===== src/rtl/spi_sb_pkg.sv =====
package spi_sb_pkg;

  localparam logic [1:0] ADDR_CTRL = 2'd0;
  localparam logic [1:0] ADDR_STAT = 2'd1;
  localparam logic [1:0] ADDR_DATA = 2'd2;

  localparam int CTL_EN  = 0;
  localparam int CTL_MST = 1;
  localparam int CTL_DBL = 2;

  localparam int ST_DONE = 7;
  localparam int ST_COLL = 6;

  // system cycles per serial-clock half period
  function automatic int unsigned half_len(input logic dbl);
    return dbl ? 1 : 2;
  endfunction

  // system cycles from accepting write to completion edge
  function automatic int unsigned xfer_cycles(input logic dbl, input int unsigned bits);
    return 2 * bits * half_len(dbl);
  endfunction

endpackage


===== src/rtl/spi_sb_shifter.sv =====
module spi_sb_shifter
  import spi_sb_pkg::*;
#(
  parameter int DW = 8
) (
  input  logic          clk,
  input  logic          rst_n,
  input  logic          start,
  input  logic          start_dbl,
  input  logic [DW-1:0] tx_byte,
  input  logic          miso,
  output logic          busy,
  output logic          sck,
  output logic          mosi,
  output logic          xfer_end,
  output logic [DW-1:0] rx_byte
);
  localparam int PW = $clog2(2 * DW);
  localparam logic [PW-1:0] LAST_PH = PW'(2 * DW - 1);

  logic [PW-1:0] ph_q;
  logic          div_q;
  logic          dbl_q;
  logic          busy_q;
  logic          sck_q;
  logic [DW-1:0] tx_sh;
  logic [DW-1:0] rx_sh;
  logic          tick;

  assign tick     = busy_q && (dbl_q || div_q);
  assign xfer_end = tick && (ph_q == LAST_PH);
  assign busy     = busy_q;
  assign sck      = sck_q;
  assign mosi     = tx_sh[DW-1];
  assign rx_byte  = rx_sh;

  always_ff @(posedge clk or negedge rst_n) begin
    if (!rst_n) begin
      ph_q   <= '0;
      div_q  <= 1'b0;
      dbl_q  <= 1'b0;
      busy_q <= 1'b0;
      sck_q  <= 1'b0;
      tx_sh  <= '0;
      rx_sh  <= '0;
    end else if (start) begin
      ph_q   <= '0;
      div_q  <= 1'b0;
      dbl_q  <= start_dbl;
      busy_q <= 1'b1;
      sck_q  <= 1'b0;
      tx_sh  <= tx_byte;
    end else if (busy_q) begin
      div_q <= ~div_q;
      if (tick) begin
        ph_q <= ph_q + 1'b1;
        if (!ph_q[0]) begin
          sck_q <= 1'b1;
          rx_sh <= {rx_sh[DW-2:0], miso};
        end else begin
          sck_q <= 1'b0;
          if (ph_q == LAST_PH) busy_q <= 1'b0;
          else                 tx_sh  <= tx_sh << 1;
        end
      end
    end
  end

  // checker counter: cycles since the accepting edge
  logic [15:0] chk_cyc;
  always_ff @(posedge clk or negedge rst_n) begin
    if (!rst_n)      chk_cyc <= '0;
    else if (start)  chk_cyc <= '0;
    else if (busy_q) chk_cyc <= chk_cyc + 1'b1;
  end

  a_r2_sck_idle_low: assert property (@(posedge clk) disable iff (!rst_n)
    !busy_q |-> !sck_q);

  a_r2_mosi_steady_at_rise: assert property (@(posedge clk) disable iff (!rst_n)
    (busy_q && !start && $rose(sck_q)) |-> $stable(mosi));

  a_r3_xfer_length: assert property (@(posedge clk) disable iff (!rst_n)
    xfer_end |-> (32'(chk_cyc) == xfer_cycles(dbl_q, DW) - 1));

endmodule


===== src/rtl/spi_sb_regs.sv =====
module spi_sb_regs
  import spi_sb_pkg::*;
#(
  parameter int DW = 8
) (
  input  logic          clk,
  input  logic          rst_n,
  input  logic          reg_wr,
  input  logic          reg_rd,
  input  logic [1:0]    reg_addr,
  input  logic [DW-1:0] reg_wdata,
  output logic [DW-1:0] reg_rdata,
  input  logic          busy,
  input  logic          xfer_end,
  input  logic [DW-1:0] rx_byte,
  output logic          start,
  output logic          start_dbl,
  output logic [DW-1:0] tx_byte
);
  logic          en_q, mst_q, dbl_q;
  logic          done_q, coll_q, armed_q;
  logic [DW-1:0] rx_buf;

  logic wr_data, data_acc, rd_stat, coll_ev, clr_ev;

  assign wr_data  = reg_wr && (reg_addr == ADDR_DATA);
  assign data_acc = (reg_wr || reg_rd) && (reg_addr == ADDR_DATA);
  assign rd_stat  = reg_rd && (reg_addr == ADDR_STAT);
  assign start    = wr_data && !busy && en_q && mst_q;
  assign coll_ev  = wr_data && busy;
  assign clr_ev   = armed_q && data_acc;
  assign start_dbl = dbl_q;
  assign tx_byte  = reg_wdata;

  always_ff @(posedge clk or negedge rst_n) begin
    if (!rst_n) begin
      en_q <= 1'b0; mst_q <= 1'b0; dbl_q <= 1'b0;
    end else if (reg_wr && (reg_addr == ADDR_CTRL)) begin
      en_q  <= reg_wdata[CTL_EN];
      mst_q <= reg_wdata[CTL_MST];
      dbl_q <= reg_wdata[CTL_DBL];
    end
  end

  always_ff @(posedge clk or negedge rst_n) begin
    if (!rst_n) begin
      done_q  <= 1'b0;
      coll_q  <= 1'b0;
      armed_q <= 1'b0;
      rx_buf  <= '0;
    end else begin
      if (xfer_end)    done_q <= 1'b1;
      else if (clr_ev) done_q <= 1'b0;
      if (coll_ev)     coll_q <= 1'b1;
      else if (clr_ev) coll_q <= 1'b0;
      if (clr_ev)                           armed_q <= 1'b0;
      else if (rd_stat && (done_q || coll_q)) armed_q <= 1'b1;
      if (xfer_end) rx_buf <= rx_byte;
    end
  end

  always_comb begin
    reg_rdata = '0;
    unique case (reg_addr)
      ADDR_CTRL: begin
        reg_rdata[CTL_EN]  = en_q;
        reg_rdata[CTL_MST] = mst_q;
        reg_rdata[CTL_DBL] = dbl_q;
      end
      ADDR_STAT: begin
        reg_rdata[ST_DONE] = done_q;
        reg_rdata[ST_COLL] = coll_q;
      end
      ADDR_DATA: reg_rdata = rx_buf;
      default:   reg_rdata = '0;
    endcase
  end

  a_r4_collision_flagged: assert property (@(posedge clk) disable iff (!rst_n)
    (reg_wr && reg_addr == ADDR_DATA && busy) |=> coll_q);

  a_r3_done_after_end: assert property (@(posedge clk) disable iff (!rst_n)
    xfer_end |=> done_q);

  a_r7_start_needs_enable: assert property (@(posedge clk) disable iff (!rst_n)
    $rose(busy) |-> $past(en_q && mst_q));

  a_r6_no_clear_unarmed: assert property (@(posedge clk) disable iff (!rst_n)
    (done_q && !armed_q) |=> done_q);

endmodule


===== src/rtl/spi_sb_master.sv =====
module spi_sb_master
  import spi_sb_pkg::*;
#(
  parameter int DW = 8
) (
  input  logic          clk,
  input  logic          rst_n,
  input  logic          reg_wr,
  input  logic          reg_rd,
  input  logic [1:0]    reg_addr,
  input  logic [DW-1:0] reg_wdata,
  output logic [DW-1:0] reg_rdata,
  output logic          sck,
  output logic          mosi,
  input  logic          miso
);
  logic          busy, xfer_end, start, start_dbl;
  logic [DW-1:0] rx_byte, tx_byte;

  spi_sb_regs #(.DW(DW)) u_regs (
    .clk(clk), .rst_n(rst_n),
    .reg_wr(reg_wr), .reg_rd(reg_rd), .reg_addr(reg_addr),
    .reg_wdata(reg_wdata), .reg_rdata(reg_rdata),
    .busy(busy), .xfer_end(xfer_end), .rx_byte(rx_byte),
    .start(start), .start_dbl(start_dbl), .tx_byte(tx_byte)
  );

  spi_sb_shifter #(.DW(DW)) u_shift (
    .clk(clk), .rst_n(rst_n),
    .start(start), .start_dbl(start_dbl), .tx_byte(tx_byte),
    .miso(miso), .busy(busy), .sck(sck), .mosi(mosi),
    .xfer_end(xfer_end), .rx_byte(rx_byte)
  );

  a_r4_no_start_while_busy: assert property (@(posedge clk) disable iff (!rst_n)
    (busy && !xfer_end) |=> busy);

endmodule


===== config.mk =====
export PLATFORM = sky130hd
export DESIGN_NAME = spi_sb_master
export DESIGN_NICKNAME = d
export VERILOG_FILES = /design/src/rtl/spi_sb_pkg.sv /design/src/rtl/spi_sb_shifter.sv /design/src/rtl/spi_sb_regs.sv /design/src/rtl/spi_sb_master.sv
export SDC_FILE = /design/constraint.sdc
export NUM_CORES = 1
export LEC_CHECK = 0
export BUFFER_PORTS_ARGS = -buffer_cell sky130_fd_sc_hd__buf_2
export CORE_MARGIN = 2
export CORE_UTILIZATION = 40
export CTS_CLUSTER_DIAMETER = 200
export DETAILED_ROUTE_END_ITERATION = 8
export GPL_TIMING_DRIVEN = 0
export PLACE_DENSITY = 0.55
export SYNTH_ARGS = -nofsm -noshare
export SYNTH_HDL_FRONTEND = slang
export SYNTH_SLANG_ARGS = --single-unit

===== constraint.sdc =====
create_clock -name clk -period 2.5 [get_ports clk]
set_input_delay 0.125 -clock clk [delete_from_list [all_inputs] [get_ports clk]]
set_output_delay 0.125 -clock clk [all_outputs]
set_load 0.05 [all_outputs]

# Word level (Yosys, flattened, before mapping)

Index checks and enable logic that the tools add are counted.

Reduce and logical (&&, ||, !) cells: 26
Add/subtract/negate cells: 1
Bitwise logic cells: 3
Eq/ne operators: 4
Muxes and demuxes: 27

Operators by type and width:

| operator                                                        | number |
|---|---|
| 8-bit two-way mux                                               | 5 |
| 1-bit two-way mux                                               | 16 |
| 1-bit logical AND                                               | 12 |
| 4-bit two-way mux                                               | 3 |
| 2-bit nonzero test                                              | 6 |
| 4-bit AND reduction                                             | 2 |
| 3-bit one-hot mux with 2 select lines                           | 1 |
| 4-bit by 1-bit adder with 4-bit output, second input constant   | 1 |
| 4-bit == test, second input constant                            | 1 |
| 2-bit one-hot mux with 2 select lines                           | 1 |
| 1-bit logical OR                                                | 3 |
| 3-bit two-way mux                                               | 1 |
| 1-bit inverter                                                  | 3 |
| 2-bit by 1-bit == test with 1-bit output, second input constant | 1 |
| 2-bit == test, second input constant                            | 1 |
| 2-bit logical NOT                                               | 1 |
| 2-bit inequality test, second input constant                    | 1 |
| 2-bit AND reduction                                             | 1 |
| 1-bit logical NOT                                               | 1 |

Word-level logic and storage cells: 75
Output and inout bits: 10
Flip-flop bits (word level): 38
Input port bits: 15

# Logic depth before layout (Yosys ltp)

Gate-level depths: netlist of run 1.

Depth after elaboration: 7
Mapped depth: 6
Gate-level depth less buffers: 5

# Hierarchy

A second synthesis of run 1 with hierarchy kept.

Cells, all modules: 145
Area, all modules: 1799.2 um^2

Modules (own cells, without submodules):

| module         | cells each | instances | sequential area each (um^2) | area an instance (um^2) |
|---|---|---|---|---|
| spi_sb_shifter | 85         | 1         | 575.6                       | 1053.5 |
| spi_sb_regs    | 60         | 1         | 350.3                       | 745.7 |

# Worst setup path after synthesis of run 1

No wires, ideal clock.

Path kind: reg-to-reg
Start: reg u_shift.ph_q[0]
End: reg u_regs.rx_buf[0]
Required time: 2.375 ns
Path slack: 0.608 ns
Buffers on the path: 0
Cell stages (with the launch flop): 5
Period minus slack after synthesis: 1.892 ns
Arrival time: 1.767 ns
Library setup time: 0.125 ns
Cell sequence: dfrtp_1 > ha_1 > nand3_2 > nor2_4 > mux2_2

Cells in the longest elaborated chain, start to end: 2

Ends and longest elaborated chain:

| what                   | line                 | text |
|---|---|---|
| from (decl)            | spi_sb_shifter.sv:21 | `logic [PW-1:0] ph_q;` |
| from (signal assigned) | spi_sb_shifter.sv:56 | `ph_q <= ph_q + 1'b1;` |
| 4-bit == test          | spi_sb_shifter.sv:31 | `assign xfer_end = tick && (ph_q == LAST_PH);` |
| 1-bit logical AND      | spi_sb_shifter.sv:31 |  |
| to (signal assigned)   | spi_sb_regs.sv:58    | `if (xfer_end) rx_buf <= rx_byte;` |
| to (decl)              | spi_sb_regs.sv:22    | `logic [DW-1:0] rx_buf;` |

No other way between the ends.
A chain may end at the register's enable or synchronous reset.

# Final worst setup path of run 1

Start: reg u_shift.ph_q[0]
End: reg u_regs.rx_buf[3]

The elaborated chain is that of the path after synthesis.

==> results of run 1 <==
==> worst reg2reg max path, cell delays in order, from the launching register on <==
cell and delay [ps]:
dfrtp_1 520, ha_1 270, nand3_2 230, nor2_4 320
mux2_2 380
==> state kept, by name (all words and copies together), names as in the netlist, 4 cells and up <==
| register | count |
|---|---|
| u_shift.ph_q | 4 |
| u_regs.rx_buf | 8 |
| u_shift.rx_byte | 8 |
| u_shift.tx_sh | 8 |
==> final timing paths <==
check / from / end / slack, ps / depth (start not counted)
max: u_shift.ph_q[0] / u_regs.rx_buf[3] / 670 / 4
min: miso / u_shift.rx_byte[0] / 80 / 2
max reg2reg: u_shift.ph_q[0] / u_regs.rx_buf[3] / 670 / 4
min reg2reg: u_regs.armed_q / u_regs.armed_q / 490 / 1
max in group asynchronous: rst_n / u_regs.rx_buf[6] / 1500 / 2
min in group asynchronous: rst_n / u_shift.tx_sh[5] / 490 / 2
==> power breakdown <==
part | total, µW | switching (µW) | internal [µW]
registers | 977 | 170 | 807
clock network | 406 | 187 | 218
logic | 676 | 366 | 310
==> through the flow <==
stage	worst slack, ps	total power [µW]	util, %	instances	area [µm²]
2_1_floorplan	608	1490	-	144	1730
3_3_place_gp	712	1630	46.9	218	1920
3_5_place_dp	681	1670	46.9	218	1920
4_1_cts	656	2090	49.3	226	2010
5_1_grt	586	2220	49.3	226	2010
6_report	672	2060	49.3	226	2010
==> kinds of logic after synthesis <==
| kind of cell | count (synthesis) | synth area share (%) |
|---|---|---|
| DFF | 37 | 53.4 |
| and+or+nand+nor | 36 | 12.3 |
| AOI/OAI and AO/OA | 35 | 13.3 |
| muxes | 21 | 13.7 |
| buffers and inverters | 9 | 3.39 |
| adders and majority gates | 4 | 2.89 |
| xor gates and xnor gates | 2 | 1.01 |
==> final cells by class <==
type / count / area [µm²]
Buffer: 5 / 43.8
Clock buffer: 7 / 86.3
Fill cell: 389 / 2070
Inverter: 4 / 15.0
Multi-Input combinational cell: 98 / 749
Sequential cell: 37 / 926
Tap cell: 50 / 62.6
Timing Repair Buffer: 25 / 130
==> what timing repair did <==
action	CTS	global route
endpoints found under the hold margin	37	0
setup buffers	0	0
hold buffers	1	0
resized for setup	0	0
==> cell usage in the layout, fill, tap and decap left out, drive strengths merged <==
cell          n
a21o          1
a21oi         1
a22o          3
a22oi         2
a31oi         7
a32o          1
and2          3
and3          1
buf          28
clkbuf        8
dfrtp        37
dlygate4sd3   1
ha            4
inv           4
mux2         19
mux2i         2
nand2         5
nand3         9
nand4         1
nor2          6
nor2b         2
nor3          7
o211a         1
o211ai        4
o21ai        13
o21bai        1
o31ai         1
or2           1
or3           1
xnor2         1
xor2          1
==> metal layers <==
metal	routed length (µm)	part of all wire (%)	global-route usage (%)	vias up
met2	1660	47	24.6	26
met4	53	1.5	6.20	0
met3	158	4.5	5.23	7
met5	0	0	0	-
li1	-	-	-	593
met1	1620	46	21.2	609
==> flow_metrics.py, run 1 <==
metrics = {
    "yosys": {
        "postSynth.asyncResetShare_pct": 100,
        "yosysMostFrequentCell": "dfrtp_1",
        "ys_seq_area_share_pct": 53.4,
        "synth_largest_area_cell": "dfrtp_1",
        "ys_seq_elements": 37,
        "synth_edf_count": 0,
        "netlist_top_cells_count": "dfrtp_1, mux2_2, o21ai_0, nand3_1",
        "yosysUniqueCellTypes": 37,
        "syn_inst": 144,
        "syn_area_um2": 1730,
        "syn_avg_cell_area_um2": 12.0,
        "synth_flop_cell": "dfrtp_1",
        "synth_fp_nets": 163,
        "yosysTopAreaCellShare_pct": 53.4,
        "yosys-top-cells-area": "dfrtp_1, mux2_2, o21ai_0",
        "yosys_warnings": 0,
    },
    "die": {
        "fp.dieH_um": 69.8,
        "die_w_um": 69.8,
        "core-area_um2": 4090,
        "ioPinCount": 25,
        "die-area_um2": 4880,
        "rows": 23,
        "start_util_pct": 42.4,
    },
    "worst_hold_path": {
        "hold_class": "primary input to flip-flop",
    },
    "cts": {
        "clkLatencyLatePin_ps": 280,
        "cts.clk_slew.worst_paths_ps": 60,
        "cts-root-buf": "clkbuf_8",
        "cts.sinks": 37,
        "cts_tree": "built",
        "clock_path_buffers": 2,
        "cts.htree.levels": 2,
        "cts_buffers": 5,
    },
    "routing": {
        "drc": 0,
        "drt_first_pass_iters": 4,
        "drt-initial-drc-count": 117,
        "avgViaCountPerCell": 5.46,
        "wl_per_cell_um": 15.5,
        "ant_nets": 0,
        "dr_total_vias": 1235,
        "wl_um": 3490,
    },
    "critical_path": {
        "crit_fanout": 9,
        "cpLargestDelayFamily": "simple AND/OR/NAND/NOR gates",
        "cp.buffers_inverters": 0,
        "end_kind": "flip-flop",
        "arrival_ps": 1990,
        "path_class": "flip-flop to flip-flop",
        "slowest_stage": "dfrtp_1",
        "start_kind": "flip-flop",
        "max_stage_delay_ps": 520,
        "cp.required_ps": 2660,
        "path_cells": "ha_1, nand3_2, nor2_4, mux2_2",
    },
    "pwr": {
        "vdd_drop_max_v": 0.000414,
        "p_leak_uw": 0.000957,
        "p_per_area_nw_per_um2": 1020,
    },
    "grt": {
        "grt_first_pass_wirelength_um": 6170,
        "grt_overflow": 0,
        "grt_usage_pct": 16.1,
        "grt_pass1_vias": 1286,
        "antenna_found_initial": 0,
        "grt_start_max_net_pins": 38,
    },
    "timing": {
        "final-setup-viol-count": 0,
        "drv_slew": 0,
        "period_minus_slack_ps": 1830,
        "finalHoldViolations": 0,
        "rsz0062_at_grt": "false",
        "tns_ps": 0,
        "tightest_slew_ps": 820,
        "fin_crit_sh_pct": 73.1,
        "relSlewSlack_pct": 45.3,
        "fmaxAchievable_ghz": 0.547,
        "holdWs_ps": 83.7,
        "skew_ps": 5.85,
    },
    "placed_design": {
        "dp_hpwl_um": 2440,
        "io_buffers": 24,
        "routabilityCongestion": 0.764,
    },
    "cells_and_area": {
        "syn_to_final_growth_pct": 16.1,
        "diodes": 0,
        "drive_above_1_share_pct": 32.4,
        "final_nets": 195,
    },
    "flow_run": {
        "cap_violations": 0,
    },
    "outcome": {
        "status": "completed",
    },
}
Note: power is estimated with default switching activity, not from simulation.
==> inputs of run 2 (changes only) <==
Settings changed: ABC_AREA from default to 1.
Clock period 2.5 ns to 1.9 ns, I/O delays scaled along.
==> flow_metrics.py, run 2 <==
metrics = {
    "outcome": {
        "status": "completed",
    },
    "placed_design": {
        "routabilityCongestion": 0.782,
        "placed_area_um2": 2060,
        "dpl.cell_count": 296,
        "io_buffers": 24,
        "dp_hpwl_um": 2580,
    },
    "critical_path": {
        "path_cells": "ha_1, nand3_1, nand3_2, nand2_4, nand2_1, nand2_1",
        "start_kind": "flip-flop",
        "path_class": "flip-flop to flip-flop",
        "critPathMostFrequentCell": "nand2_1",
        "arrival_ps": 1660,
        "cp.buffers_inverters": 0,
        "cp.required_ps": 2130,
        "end_kind": "flip-flop",
        "max_stage_delay_ps": 440,
        "cpLargestDelayFamily": "simple AND/OR/NAND/NOR gates",
        "crit_fanout": 9,
        "slowest_stage": "dfrtp_1",
    },
    "yosys": {
        "postSynth.asyncResetShare_pct": 100,
        "yosysMostFrequentCell": "nand2_1",
        "syn_area_um2": 1870,
        "synth_flop_cell": "dfrtp_1",
        "netlist_top_cells_count": "nand2_1, dfrtp_1, inv_1, nand3_1, o21ai_0",
        "yosys_warnings": 0,
        "syn_avg_cell_area_um2": 8.51,
        "synth_fp_nets": 239,
        "synth_largest_area_cell": "dfrtp_1",
        "yosysTopAreaCellShare_pct": 49.4,
        "yosys-top-cells-area": "dfrtp_1, nand2_1, inv_1",
        "ys_seq_area_share_pct": 49.4,
        "synth_edf_count": 0,
        "yosysUniqueCellTypes": 18,
        "ys_seq_elements": 37,
        "syn_inst": 220,
    },
    "routing": {
        "drc": 0,
        "wl_per_cell_um": 12.4,
        "wl_um": 3770,
        "avgViaCountPerCell": 4.86,
        "drt_first_pass_iters": 4,
        "dr_total_vias": 1483,
        "ant_nets": 0,
        "drt-initial-drc-count": 98,
    },
    "timing": {
        "tightest_slew_ps": 836,
        "fmaxAchievable_ghz": 0.699,
        "fin_crit_sh_pct": 75.3,
        "skew_ps": 3.16,
        "final-setup-viol-count": 0,
        "rsz0062_at_grt": "false",
        "drv_slew": 0,
        "period_minus_slack_ps": 1430,
        "finalHoldViolations": 0,
        "holdWs_ps": 47.8,
        "tns_ps": 0,
        "relSlewSlack_pct": 44.2,
    },
    "cts": {
        "cts.htree.levels": 2,
        "cts.clk_slew.worst_paths_ps": 80,
        "clkLatencyLatePin_ps": 290,
        "cts-root-buf": "clkbuf_8",
        "cts_buffers": 5,
        "ctsResizeCount": 0,
        "clock_path_buffers": 2,
        "cts_tree": "built",
        "cts.sinks": 37,
    },
    "cells_and_area": {
        "fin_cells": 305,
        "final_cell_mix": "nand2_1, dfrtp_1, inv_1, buf_2, nand3_1",
        "final_nets": 271,
        "layout_commonest_cell": "nand2_1",
        "final_area_um2": 2190,
        "drive_above_1_share_pct": 21.7,
        "diodes": 0,
        "syn_to_final_growth_pct": 16.8,
        "fill_cells": 455,
    },
    "die": {
        "start_util_pct": 42.1,
        "die_w_um": 72.4,
        "ioPinCount": 25,
        "core-area_um2": 4440,
        "fp.dieH_um": 72.4,
        "rows": 24,
        "die-area_um2": 5250,
    },
    "grt": {
        "grt_usage_pct": 16.3,
        "grt_first_pass_wirelength_um": 6490,
        "antenna_found_initial": 0,
        "grt_start_max_net_pins": 38,
        "grt_pass1_vias": 1409,
        "grt_overflow": 0,
    },
    "pwr": {
        "p_per_area_nw_per_um2": 1300,
        "p_leak_uw": 0.00119,
        "vdd_drop_max_v": 0.000669,
        "p_total_uw": 2840,
    },
    "flow_run": {
        "cap_violations": 0,
    },
    "worst_hold_path": {
        "hold_class": "primary input to flip-flop",
    },
}
run 2: worst reg2reg max path, stage by stage (launching register included):
cell     delay, ps
dfrtp_1        440
ha_1           290
nand3_1        100
nand3_2        230
nand2_4        180
nand2_1         60
nand2_1         60
run 2: kinds of logic (layout without fill, tap and decap cells):
logic type | Yosys count | after routing | synth area share, %
flip-flops | 37 | 37 | 49.4
buffers and inverters | 36 | 69 | 8.68
adder cells (fa/ha/maj) | 4 | 4 | 2.67
AO/OA/AOI/OAI | 41 | 41 | 13.9
AND/OR/NAND/NOR | 102 | 102 | 25.3
run 2: through the flow:
stage / setup slack, ps / utilization (%)
after floorplan: 276 / -
after global placement: 452 / 46.3
after detailed placement: 445 / 46.3
after CTS: 459 / 49.2
after global routing: 379 / 49.2
final: 470 / 49.2
run 2: per-layer routing:
layer / wire [µm] / GRT usage [%] / vias to the layer above
met3: 172 / 5.69 / 6
met2: 1670 / 24.3 / 25
met1: 1870 / 22.2 / 688
li1: - / - / 764
met4: 53 / 5.97 / 0
met5: 0 / 0 / -
run 2: final cells by class:
cell class	instances	area [µm²]	area share, %
inverter	32	120	5.49
timing repair buffer	25	130	5.95
buffer	4	42.5	1.94
sequential	37	926	42.3
tap	52	65.1	2.97
clock buffer	6	82.6	3.77
multi-input combinational	147	785	35.8
clock inverter	2	37.5	1.72
run 2: path summary, 6_finish.rpt:
path,startpoint,end,slack (ps),cells past startpoint
max,u_shift.ph_q[0],u_shift.tx_sh[3],470,6
min,miso,u_shift.rx_byte[0],50,3
max reg2reg,u_shift.ph_q[0],u_shift.tx_sh[3],470,6
min reg2reg,u_regs.rx_buf[4],u_regs.rx_buf[4],490,2
max in group asynchronous,rst_n,u_regs.start_dbl,930,2
min in group asynchronous,rst_n,u_shift.ph_q[2],440,2
run 2: where the power goes:
group	switching, µW	leakage [µW]	total, µW	internal, µW
sequential	146	0.000464	1170	1030
combinational	643	0.000668	948	305
clock	295	0.0000574	722	427
total	1080	0.00119	2840	1760
run 2: repair_timing:
| action | CTS | global route |
|---|---|---|
| endpoints found under the hold margin | 37 | 0 |
| hold buffers | 1 | 0 |
| buffers inserted | 0 | 0 |
==> inputs of run 3 (changes only) <==
Clock period 1.9 ns to 1.4 ns, I/O delays scaled along.
==> flow_metrics.py, run 3 (synthesis results as in run 2) <==
metrics = {
    "outcome": {
        "status": "completed",
    },
    "die": {
        "die-area_um2": 5250,
        "fp.dieH_um": 72.4,
        "die_w_um": 72.4,
        "core-area_um2": 4440,
        "ioPinCount": 25,
        "rows": 24,
        "start_util_pct": 42.1,
    },
    "critical_path": {
        "r2r_start": "u_shift.busy",
        "worstSetupStartpoint": "u_regs.en_q",
        "arrival_ps": 1190,
        "path_cells": "inv_1, o21ai_1, buf_2",
        "crit_fanout": 3,
        "path_class": "flip-flop to primary output",
        "r2r_end": "u_shift.tx_sh[6]",
        "slowest_stage": "dfrtp_1",
        "max_stage_delay_ps": 420,
        "ff2ff_path_depth": 7,
        "start_kind": "flip-flop",
        "end_kind": "primary output",
        "cp.required_ps": 1330,
        "r2r_setup_slack_ps": 140,
    },
    "timing": {
        "drv_slew": 0,
        "rsz0062_at_grt": "false",
        "setup_slack_ps": 140,
        "relSlewSlack_pct": 45.0,
        "skew_ps": 5.68,
        "final-setup-viol-count": 0,
        "fin_crit_sh_pct": 90.0,
        "fmaxAchievable_ghz": 0.793,
        "tightest_slew_ps": 825,
        "tns_ps": 0,
        "holdWs_ps": 46.7,
        "period_minus_slack_ps": 1260,
        "finalHoldViolations": 0,
    },
    "pwr": {
        "vdd_drop_max_v": 0.000806,
        "pwr-share-seq_pct": 43.0,
        "p_per_area_nw_per_um2": 1690,
        "p_clk_share_pct": 20.3,
        "p_total_uw": 3700,
        "intPower_uw": 2240,
        "power.switching_uw": 1460,
        "p_comb_share_pct": 36.7,
        "p_leak_uw": 0.00118,
        "p_sw_share_pct": 39.5,
    },
    "worst_hold_path": {
        "hold_class": "primary input to flip-flop",
        "hp-start": "reg_rd",
        "whs_endpoint": "u_regs.armed_q",
        "worstHoldPathCells": 3,
    },
    "placed_design": {
        "io_buffers": 24,
        "dp_slack_ps": -29.9,
        "dp_hpwl_um": 2570,
        "routabilityCongestion": 0.753,
        "placed_area_um2": 2060,
    },
    "grt": {
        "met1_usage_pct": 20.2,
        "grt_overflow": 0,
        "grt_first_pass_wirelength_um": 6500,
        "grt_usage_pct": 15.9,
        "use_met2_pct": 26.0,
        "antenna_found_initial": 0,
        "grt.met3_usage_pct": 4.31,
        "grt_start_max_net_pins": 38,
        "grt_pass1_vias": 1437,
        "top_usage_layer": "met2",
    },
    "flow_run": {
        "cap_violations": 0,
    },
    "cells_and_area": {
        "layout_commonest_cell": "nand2_1",
        "final_area_um2": 2190,
        "syn_to_final_growth_pct": 17.0,
        "final_cell_mix": "nand2_1, dfrtp_1, inv_1, buf_2, nand3_1",
        "drive_above_1_share_pct": 23.6,
        "diodes": 0,
        "final_nets": 273,
    },
    "routing": {
        "drt-initial-drc-count": 47,
        "dr_total_vias": 1482,
        "ant_nets": 0,
        "wl_um": 3780,
        "wl_per_cell_um": 12.4,
        "drt_first_pass_iters": 4,
        "avgViaCountPerCell": 4.84,
        "drc": 0,
    },
    "cts": {
        "cts.sinks": 37,
        "clkLatencyLatePin_ps": 280,
        "cts.clk_slew.worst_paths_ps": 70,
        "cts_buffers": 5,
        "cts.htree.levels": 2,
        "cts_tree": "built",
        "cts-root-buf": "clkbuf_8",
        "clock_path_buffers": 2,
    },
}
-- run 3: through the flow --
step | cells | utilization (%)
finish | 306 | 49.3
global route | 306 | 49.3
CTS | 304 | 48.7
detailed placement | 296 | 46.3
global placement | 296 | 46.3
floorplan | 220 | -
-- run 3: critical path, delay by kind of cell, from the launching register on --
family,cells,cell delay (ps)
buf+inv,2,350
compound gates,1,140
flops,1,420
-- run 3: worst max path at each step --
stage / end / slack, ps / cells after the start
2_1_floorplan: u_shift.tx_sh[7] / 2 / 6
3_3_place_gp: u_shift.tx_sh[4] / -10 / 9
3_5_place_dp: u_shift.tx_sh[7] / -30 / 9
4_1_cts: u_shift.tx_sh[7] / 30 / 6
5_1_grt: u_shift.tx_sh[6] / 40 / 7
6_report: reg_rdata[0] / 140 / 3
-- run 3: power by group through the flow --
stage	Sequential (µW)	Clock [µW]	Combinational (µW)
floorplan	1670	0	922
global placement	1610	0	1280
detailed placement	1610	0	1290
CTS	1600	782	1310
global route	1640	821	1570
finish	1590	750	1360
-- run 3: what timing repair did --
item | in CTS | in global routing
endpoints found under the setup margin | 7 | 14
hold endpoints to repair | 37 | 0
cloned | 0 | 1
gates resized for setup | 1 | 5
pin swaps | 0 | 1
hold buffers | 1 | 0
buffers inserted | 0 | 1
-- run 3: area by class of cell --
cell class	instances	area (µm²)
Buffer	4	42.5
Clock buffer	7	86.3
Fill cell	458	2250
Inverter	32	123
Multi-Input combinational cell	148	810
Sequential cell	37	928
Tap cell	52	65.1
Timing Repair Buffer	26	138
-- run 3: per-layer routing --
metal | wire length (µm) | part of all wire, %
met2 | 1740 | 46
met3 | 105 | 2.8
met1 | 1890 | 50
met4 | 51 | 1.3
met5 | 0 | 0
